## config.mk

```make
export PLATFORM = sky130hd
export DESIGN_NAME = mem_perm_check
export DESIGN_NICKNAME = d
export VERILOG_FILES = /design/src/rtl/mem_perm_check.sv
export SDC_FILE = /design/constraint.sdc
export NUM_CORES = 1
export LEC_CHECK = 0
export BUFFER_PORTS_ARGS = -buffer_cell sky130_fd_sc_hd__buf_2
export CAP_MARGIN = 10
export CORE_MARGIN = 3
export CORE_UTILIZATION = 39
export DETAILED_ROUTE_END_ITERATION = 10
export PLACE_DENSITY_LB_ADDON = 0.3
export SLEW_MARGIN = 25
export SYNTH_ARGS = -nofsm -noshare
export SYNTH_HDL_FRONTEND = slang
export SYNTH_SLANG_ARGS = --single-unit
```

## constraint.sdc

```tcl
create_clock -name clk -period 0.8 [get_ports clk]
set_clock_uncertainty 0.2 [all_clocks]
set_input_delay 0.12 -clock clk [delete_from_list [all_inputs] [get_ports clk]]
set_output_delay 0.12 -clock clk [all_outputs]
set_load 0.01 [all_outputs]
```

## src/rtl/mem_perm_check.sv

```systemverilog
module mem_perm_check #(
  parameter bit REG_OUT = 1'b1
) (
  input  logic        clk,
  input  logic        rst_n,
  input  logic [31:0] addr_i,
  input  logic [1:0]  kind_i,
  input  logic [3:0]  mask_i,
  input  logic [1:0]  prof_i,
  input  logic        mis_mask_i,
  input  logic        res_en_i,
  output logic [31:0] addr_o,
  output logic [5:0]  flg_o
);
  localparam int FLG_W = 6;
  localparam logic [FLG_W-1:0] F_MIS = 6'h01, F_DERR = 6'h02, F_DEXC = 6'h04,
                               F_SERR = 6'h08, F_IERR = 6'h10, F_IEXC = 6'h20;

  function automatic logic inr(input logic [31:0] a, input logic [31:0] lo, input logic [31:0] hi);
    return (a >= lo) && (a <= hi);
  endfunction

  logic [31:0] al;
  logic        odd, is_wr, is_fe;
  logic [31:0] c_addr;
  logic [FLG_W-1:0] c_flg;

  assign al    = addr_i & ~{28'h0, mask_i};
  assign odd   = |(addr_i[3:0] & mask_i);
  assign is_wr = (kind_i == 2'd1);
  assign is_fe = (kind_i == 2'd2);

  always_comb begin
    c_addr = addr_i;
    c_flg  = '0;
    if (kind_i != 2'd3) begin
      unique case (prof_i)
        2'd0: begin
          c_addr = al;
          if (is_fe) begin
            if (odd || inr(addr_i, 32'hFE80_0000, 32'hFEFF_FFFF)) c_flg = F_IERR;
          end else if (odd && !mis_mask_i) begin
            c_flg = F_DERR;
          end else if (mask_i == 4'd7 && inr(al, 32'hFE80_0000, 32'hFEFF_FFFF)) begin
            c_flg = is_wr ? F_SERR : F_DERR;
          end
        end
        2'd1: begin
          c_addr = al;
          if (odd) c_flg = F_MIS;
          else if (inr(al, 32'hFEFF_0600, 32'hFEFF_7FFF) || inr(al, 32'hFE80_0000, 32'hFEFE_FFFF))
            c_flg = is_fe ? F_IERR : (is_wr ? F_SERR : F_DERR);
          else if (is_fe) begin
            if (inr(al, 32'hFE00_4000, 32'hFE7F_FFFF) ||
                (!res_en_i && inr(al, 32'hFE00_0000, 32'hFE00_3FFF))) c_flg = F_IEXC;
          end else if (inr(al, 32'hFE00_0000, 32'hFE7F_FFFF)) c_flg = F_DEXC;
        end
        2'd2: begin
          if (is_fe) begin
            c_addr = al;
            if (inr(al, 32'hFE80_0000, 32'hFEFF_FFFF)) c_flg = F_IERR;
            else if (inr(al, 32'hFE00_8000, 32'hFE7F_FFFF) ||
                     (!res_en_i && inr(al, 32'hFE00_0000, 32'hFE00_7FFF))) c_flg = F_IEXC;
          end else if (inr(addr_i, 32'hFE80_0000, 32'hFEFE_FFFF) ||
                       (mask_i > 4'd3 && inr(addr_i, 32'hFEFF_0000, 32'hFEFF_FFFF))) begin
            c_flg = is_wr ? F_SERR : F_DERR;
          end else if (inr(addr_i, 32'hFE00_0000, 32'hFE3F_FFFF) ||
                       inr(addr_i, 32'hFE40_8000, 32'hFE7F_FFFF) ||
                       (!res_en_i && inr(addr_i, 32'hFE40_0000, 32'hFE40_7FFF))) begin
            c_flg = F_DEXC;
          end
        end
        default: ;
      endcase
    end
  end

  generate
    if (REG_OUT) begin : g_reg
      always_ff @(posedge clk or negedge rst_n) begin
        if (!rst_n) begin
          addr_o <= '0;
          flg_o  <= '0;
        end else begin
          addr_o <= c_addr;
          flg_o  <= c_flg;
        end
      end
      AST_PIPE_DELAY: assert property (@(posedge clk) disable iff (!rst_n)
        $past(rst_n) |-> (addr_o == $past(c_addr) && flg_o == $past(c_flg)));
    end else begin : g_comb
      assign addr_o = c_addr;
      assign flg_o  = c_flg;
    end
  endgenerate

  AST_ONE_FLAG: assert property (@(posedge clk) disable iff (!rst_n)
    $onehot0(c_flg));
  AST_BYPASS: assert property (@(posedge clk) disable iff (!rst_n)
    (prof_i == 2'd3 || kind_i == 2'd3) |-> (c_addr == addr_i && c_flg == '0));
  AST_FETCH_ALIGNED: assert property (@(posedge clk) disable iff (!rst_n)
    (is_fe && prof_i != 2'd3) |-> ((c_addr[3:0] & mask_i) == 4'h0));
  AST_B_MISALIGN: assert property (@(posedge clk) disable iff (!rst_n)
    (prof_i == 2'd1 && kind_i != 2'd3 && odd) |-> c_flg == F_MIS);
  AST_FETCH_NO_DATA_FLAG: assert property (@(posedge clk) disable iff (!rst_n)
    is_fe |-> (c_flg[3:1] == 3'b000));
  AST_C_DATA_KEEP: assert property (@(posedge clk) disable iff (!rst_n)
    (prof_i == 2'd2 && kind_i[1] == 1'b0) |-> c_addr == addr_i);
endmodule

```

==> flow_metrics.tcl, run 1 <==
set metrics [dict create \
    status "complete, but fails checks" \
    failed_checks "negative hold slack, negative setup slack" \
    nets 304 \
    required_ns 0.78 \
    hold_end "addr_o[15]" \
    drv_cap 0 \
    syn_area_per_cell_um2 13.1 \
    min_from "addr_i[15]" \
    p_per_area_nw_per_um2 1720 \
    grt_pass1_wl_um 7610 \
    final_common_cell "buf_2" \
    power.leakage_nw 1.40 \
    crit_arrival_ns 1.39 \
    drive_above_1_share_pct 59.7 \
    grt.overflow.total 0 \
    ys_ff_latch 38 \
    worstHoldPathCells 1 \
    coreArea_um2 3470 \
    row_count 21 \
    via_count 1559 \
    whs_ns -0.189 \
    period_minus_slack_ns 1.40 \
    track_usage_pct 23.3 \
    critPathLaunch "addr_i[18]" \
    numCtsBuffers 5 \
    finalMaxSlewViolations 0 \
    crit_path_end_kind "flop" \
    numClockSinks 38 \
    grt_max_degree 39 \
    wl_per_cell_um 17.9 \
    cts_tree "done" \
    fmax_ghz 0.713 \
    critPathKind "input port to flop" \
    antenna_found_initial 0 \
    root_buffer "clkbuf_8" \
    async_reset_ff_share_pct 100 \
    setup_viol 50 \
    die_height_um 67.2 \
    die-area_um2 4520 \
    synth_edf_count 0 \
    grt_pass1_vias 1620 \
    die_w_um 67.2 \
    port_buffers 81 \
    worst_slack_ns -0.602 \
    synth_nets 159 \
    crit_path_start_kind "input port" \
    cts.htree.levels 2 \
    final_core_util_pct 81.7 \
    wl_um 5450 \
    place_area_um2 2230 \
    dr.pass1.iters 4 \
    ys_seq_area_share_pct 65.0 \
    drc 0 \
    clk_pin_slew_ns 0.08 \
    slew_headroom_pct 77.9 \
    layout_common_cells "62 x buf_2, 38 x dfrtp_1, 32 x buf_4" \
    start_util_pct 42.2 \
    hpwl_um 3140 \
    tightest_slew_ns 0.329 \
    hp-class "input port to flop" \
    io_pins 82 \
    fin_crit_sh_pct 175 \
    clock_path_buffers 2 \
    yosysUniqueCellTypes 34 \
    antenna_cells 0 \
    gp_congestion 0.933 \
    critPathMaxFanout 2 \
    syn_area_um2 1460 \
    vias_per_cell 5.13 \
    synth_warnings 0 \
    area_growth_pct 93.8 \
    ir_drop_uv 1360 \
    finish.instance_area_um2 2830 \
    final_hold_viol_count 20 \
    drtAntennaViolNets 0 \
    synth_top_flop_cell "dfrtp_1" \
    syn_inst 112 \
    rsz0062_at_grt "yes" \
    drt_iter0_markers 117 \
]
## Yosys cell counts, drive strengths merged (3+ instances only)
| cell | count | share of area, % |
|---|---|---|
| inv | 5 | 1.3 |
| o21ai | 3 | 1.0 |
| nand3 | 9 | 3.1 |
| nand4 | 5 | 2.1 |
| nor2 | 6 | 1.5 |
| nor4 | 6 | 3.6 |
| nor3 | 3 | 1.8 |
| nand4b | 3 | 1.8 |
| nand2b | 3 | 1.3 |
| ha | 3 | 2.6 |
| dfrtp | 38 | 65 |
| a21oi | 3 | 1.0 |
| a21boi | 5 | 2.8 |
## sequential cells by signal, summed over array words and instances (netlist names)
| register | flops |
|---|---|
| addr_o | 32 |
| flg_o | 6 |
## stage by stage
step / cells / setup WS (ns) / power (W) / TNS [ns] / hold slack, ns
6_report: 304 / -0.602 / 0.00489 / -15.79 / -0.189
5_1_grt: 304 / -0.641 / 0.00504 / -17.24 / -0.206
4_1_cts: 300 / -0.583 / 0.00476 / -15.37 / -0.236
3_5_place_dp: 274 / -0.928 / 0.00269 / -6.94 / -0.0989
3_3_place_gp: 274 / -0.855 / 0.00268 / -6.67 / -0.106
2_1_floorplan: 112 / -0.725 / 0.00224 / -3.60 / -0.376
## critical path: stages
cell and delay, ns:
buf_2 0.11, buf_4 0.14, nor4b_2 0.36, nand3_1 0.18, o211ai_1 0.26, buf_4 0.16
a22oi_2 0.06
## metal layers
layer	vias up	wire (µm)	track usage, %
met2	78	2660	40.6
met4	0	109	8.10
met5	-	0	0
li1	709	-	-
met1	761	2200	27.2
met3	11	479	6.82
## cell families after synthesis
logic type,after synthesis,share of synthesized area [%]
flops,38,65.0
compound gates,22,11.5
simple gates,44,19.7
buf+inv,5,1.28
fa+ha+maj,3,2.57
## worst max-delay path by stage
stage | end | slack (ns) | cells past startpoint
6_report | flg_o[5] | -0.60 | 7
5_1_grt | flg_o[2] | -0.64 | 7
4_1_cts | flg_o[5] | -0.58 | 7
3_5_place_dp | flg_o[5] | -0.93 | 7
3_3_place_gp | flg_o[5] | -0.86 | 7
2_1_floorplan | flg_o[5] | -0.73 | 6
## cell type report
type | count | area (µm²)
fillers | 186 | 634
multi-input cells | 69 | 614
clock inverters | 3 | 68.8
inverters | 5 | 31.3
repair buffers | 138 | 1040
clock buffers | 5 | 68.8
well taps | 46 | 57.6
flip-flops and latches | 38 | 951
## power breakdown
group          total, W  internal, W  switching, W
logic          0.000855     0.000465      0.000390
registers       0.00204      0.00201     0.0000293
clock network   0.00199      0.00125      0.000743
total           0.00489      0.00372       0.00116
## timing repair
item	in CTS	in global routing
resized for setup	24	26
pin swaps	9	8
buffers inserted	1	4
setup endpoints to repair	48	52
endpoints found under the hold margin	72	21
hold buffers	17	1
Power figures use the tool's default switching activity.
==> inputs of run 2 (changes only) <==
==> constraint.sdc (replaced) <==
create_clock -name clk -period 0.8 [get_ports clk]
set_clock_uncertainty 0.2 [all_clocks]
set_input_delay 0.08 -clock clk [delete_from_list [all_inputs] [get_ports clk]]
set_output_delay 0.08 -clock clk [all_outputs]
set_load 0.01 [all_outputs]
==> flow_metrics.tcl, run 2 (synthesis results as in run 1) <==
set metrics [dict create \
    status "complete, but fails checks" \
    failed_checks "negative hold slack, negative setup slack" \
    crit_path_top_delay_cell "or3_1" \
    critPathKind "input port to flop" \
    critPathMaxStageDelay_ns 0.32 \
    power.leakage_nw 1.35 \
    crit_path_start_kind "input port" \
    antenna_found_initial 0 \
    p_per_area_nw_per_um2 1540 \
    row_count 21 \
    crit_path_end_kind "flop" \
    cts.htree.levels 2 \
    rsz0062_at_grt "yes" \
    drt_iter0_markers 54 \
    antenna_cells 0 \
    layout_common_cells "62 x buf_2, 38 x dfrtp_1, 33 x buf_4" \
    cts_hold_buf 19 \
    crit_arrival_ns 1.33 \
    pre_cts_slack_ns -0.853 \
    nets 305 \
    place_area_um2 2230 \
    fin_crit_sh_pct 165 \
    clk_pin_slew_ns 0.07 \
    required_ns 0.81 \
    num-fill-cells 215 \
    start_util_pct 42.2 \
    io_pins 82 \
    grt_pass1_wl_um 7450 \
    final_hold_viol_count 17 \
    setup_viol 48 \
    dr.pass1.iters 4 \
    regMostFlops "addr_o" \
    min_from "addr_i[18]" \
    drv_cap 0 \
    area_growth_pct 88.4 \
    vias_per_cell 5.02 \
    drtAntennaViolNets 0 \
    slew_headroom_pct 80.5 \
    root_buffer "clkbuf_8" \
    critPathLaunch "addr_i[30]" \
    final_core_util_pct 79.4 \
    numCtsBuffers 5 \
    ir_drop_uv 855 \
    period_minus_slack_ns 1.32 \
    largest_reg_flops 32 \
    fin_setup_tns_ns -13.23 \
    grt_max_degree 39 \
    finalMaxSlewViolations 0 \
    worst_slack_ns -0.519 \
    finalPower_w 0.00424 \
    top_regs "addr_o x32, flg_o x6" \
    gp_congestion 0.932 \
    die_w_um 67.2 \
    via_count 1532 \
    numClockSinks 38 \
    whs_ns -0.209 \
    cts_tree "done" \
    finish.instance_area_um2 2760 \
    hold_end "addr_o[18]" \
    wl_per_cell_um 16.1 \
    coreArea_um2 3470 \
    drc 0 \
    fmax_ghz 0.758 \
    track_usage_pct 22.3 \
    clock_path_buffers 2 \
    hpwl_um 3170 \
    crit_chain "buf_6 > nand4_1 > or2_4 > nor4_4 > o211ai_1 > or3_1 > a22oi_1" \
    grt.overflow.total 0 \
    worstHoldPathCells 2 \
    critPathMaxFanout 2 \
    final_common_cell "buf_2" \
    wl_um 4910 \
    grt_pass1_vias 1606 \
    tightest_slew_ns 0.290 \
    drive_above_1_share_pct 57.9 \
    hp-class "input port to flop" \
    die_height_um 67.2 \
    die-area_um2 4520 \
    port_buffers 81 \
]
## run 2: cell types whose count changed in the layout (fill, tap and decap cells not counted), sizes merged
cell	previous run	this run
dlygate4sd3	14	18
bufinv	2	0
clkbuf	5	6
clkinvlp	0	1
dlymetal6s4s	4	1
## run 2: worst max-delay path by stage
stage	end	depth (start not counted)	slack, ns
after floorplan	flg_o[5]	6	-0.69
after global placement	flg_o[5]	7	-0.81
after detailed placement	flg_o[5]	7	-0.85
after CTS	flg_o[5]	7	-0.51
after global routing	flg_o[5]	7	-0.61
final	flg_o[5]	7	-0.52
## run 2: critical path, delay by kind of cell
family          cells  cell delay, ns
simple gates        4            0.87
compound gates      2            0.30
buf+inv             1            0.07
## run 2: cell type report
| type | instances | area, µm² | share of cell area, % |
|---|---|---|---|
| inverter | 5 | 31.3 | 1.14 |
| clock buffer | 6 | 82.6 | 3.00 |
| sequential | 38 | 951 | 34.5 |
| multi-input combinational | 69 | 579 | 21.0 |
| timing repair buffer | 139 | 1040 | 37.8 |
| tap | 46 | 57.6 | 2.09 |
| clock inverter | 2 | 12.5 | 0.454 |
## run 2: repair_timing
item	4_1_cts	5_1_grt
endpoints found under the setup margin	48	49
pin swaps	14	3
gates resized for setup	26	13
setup buffers	4	0
endpoints found under the hold margin	72	17
## run 2: where the power goes
group	internal, W	switching, W
clock	0.000692	0.000679
combinational	0.000462	0.000373
sequential	0.00201	0.0000265
## run 2: layer usage
metal	track usage (%)	part of all wire (%)	up-vias
met1	25.0	38	738
met2	41.5	53	70
met4	7.09	2.4	0
met5	0	0	-
met3	5.16	6.6	10
li1	-	-	714
## run 2: metrics by stage
stage | instances | hold slack [ns]
6_report | 305 | -0.209
5_1_grt | 305 | -0.219
3_3_place_gp | 274 | -0.145
3_5_place_dp | 274 | -0.139
2_1_floorplan | 112 | -0.416
4_1_cts | 305 | -0.216
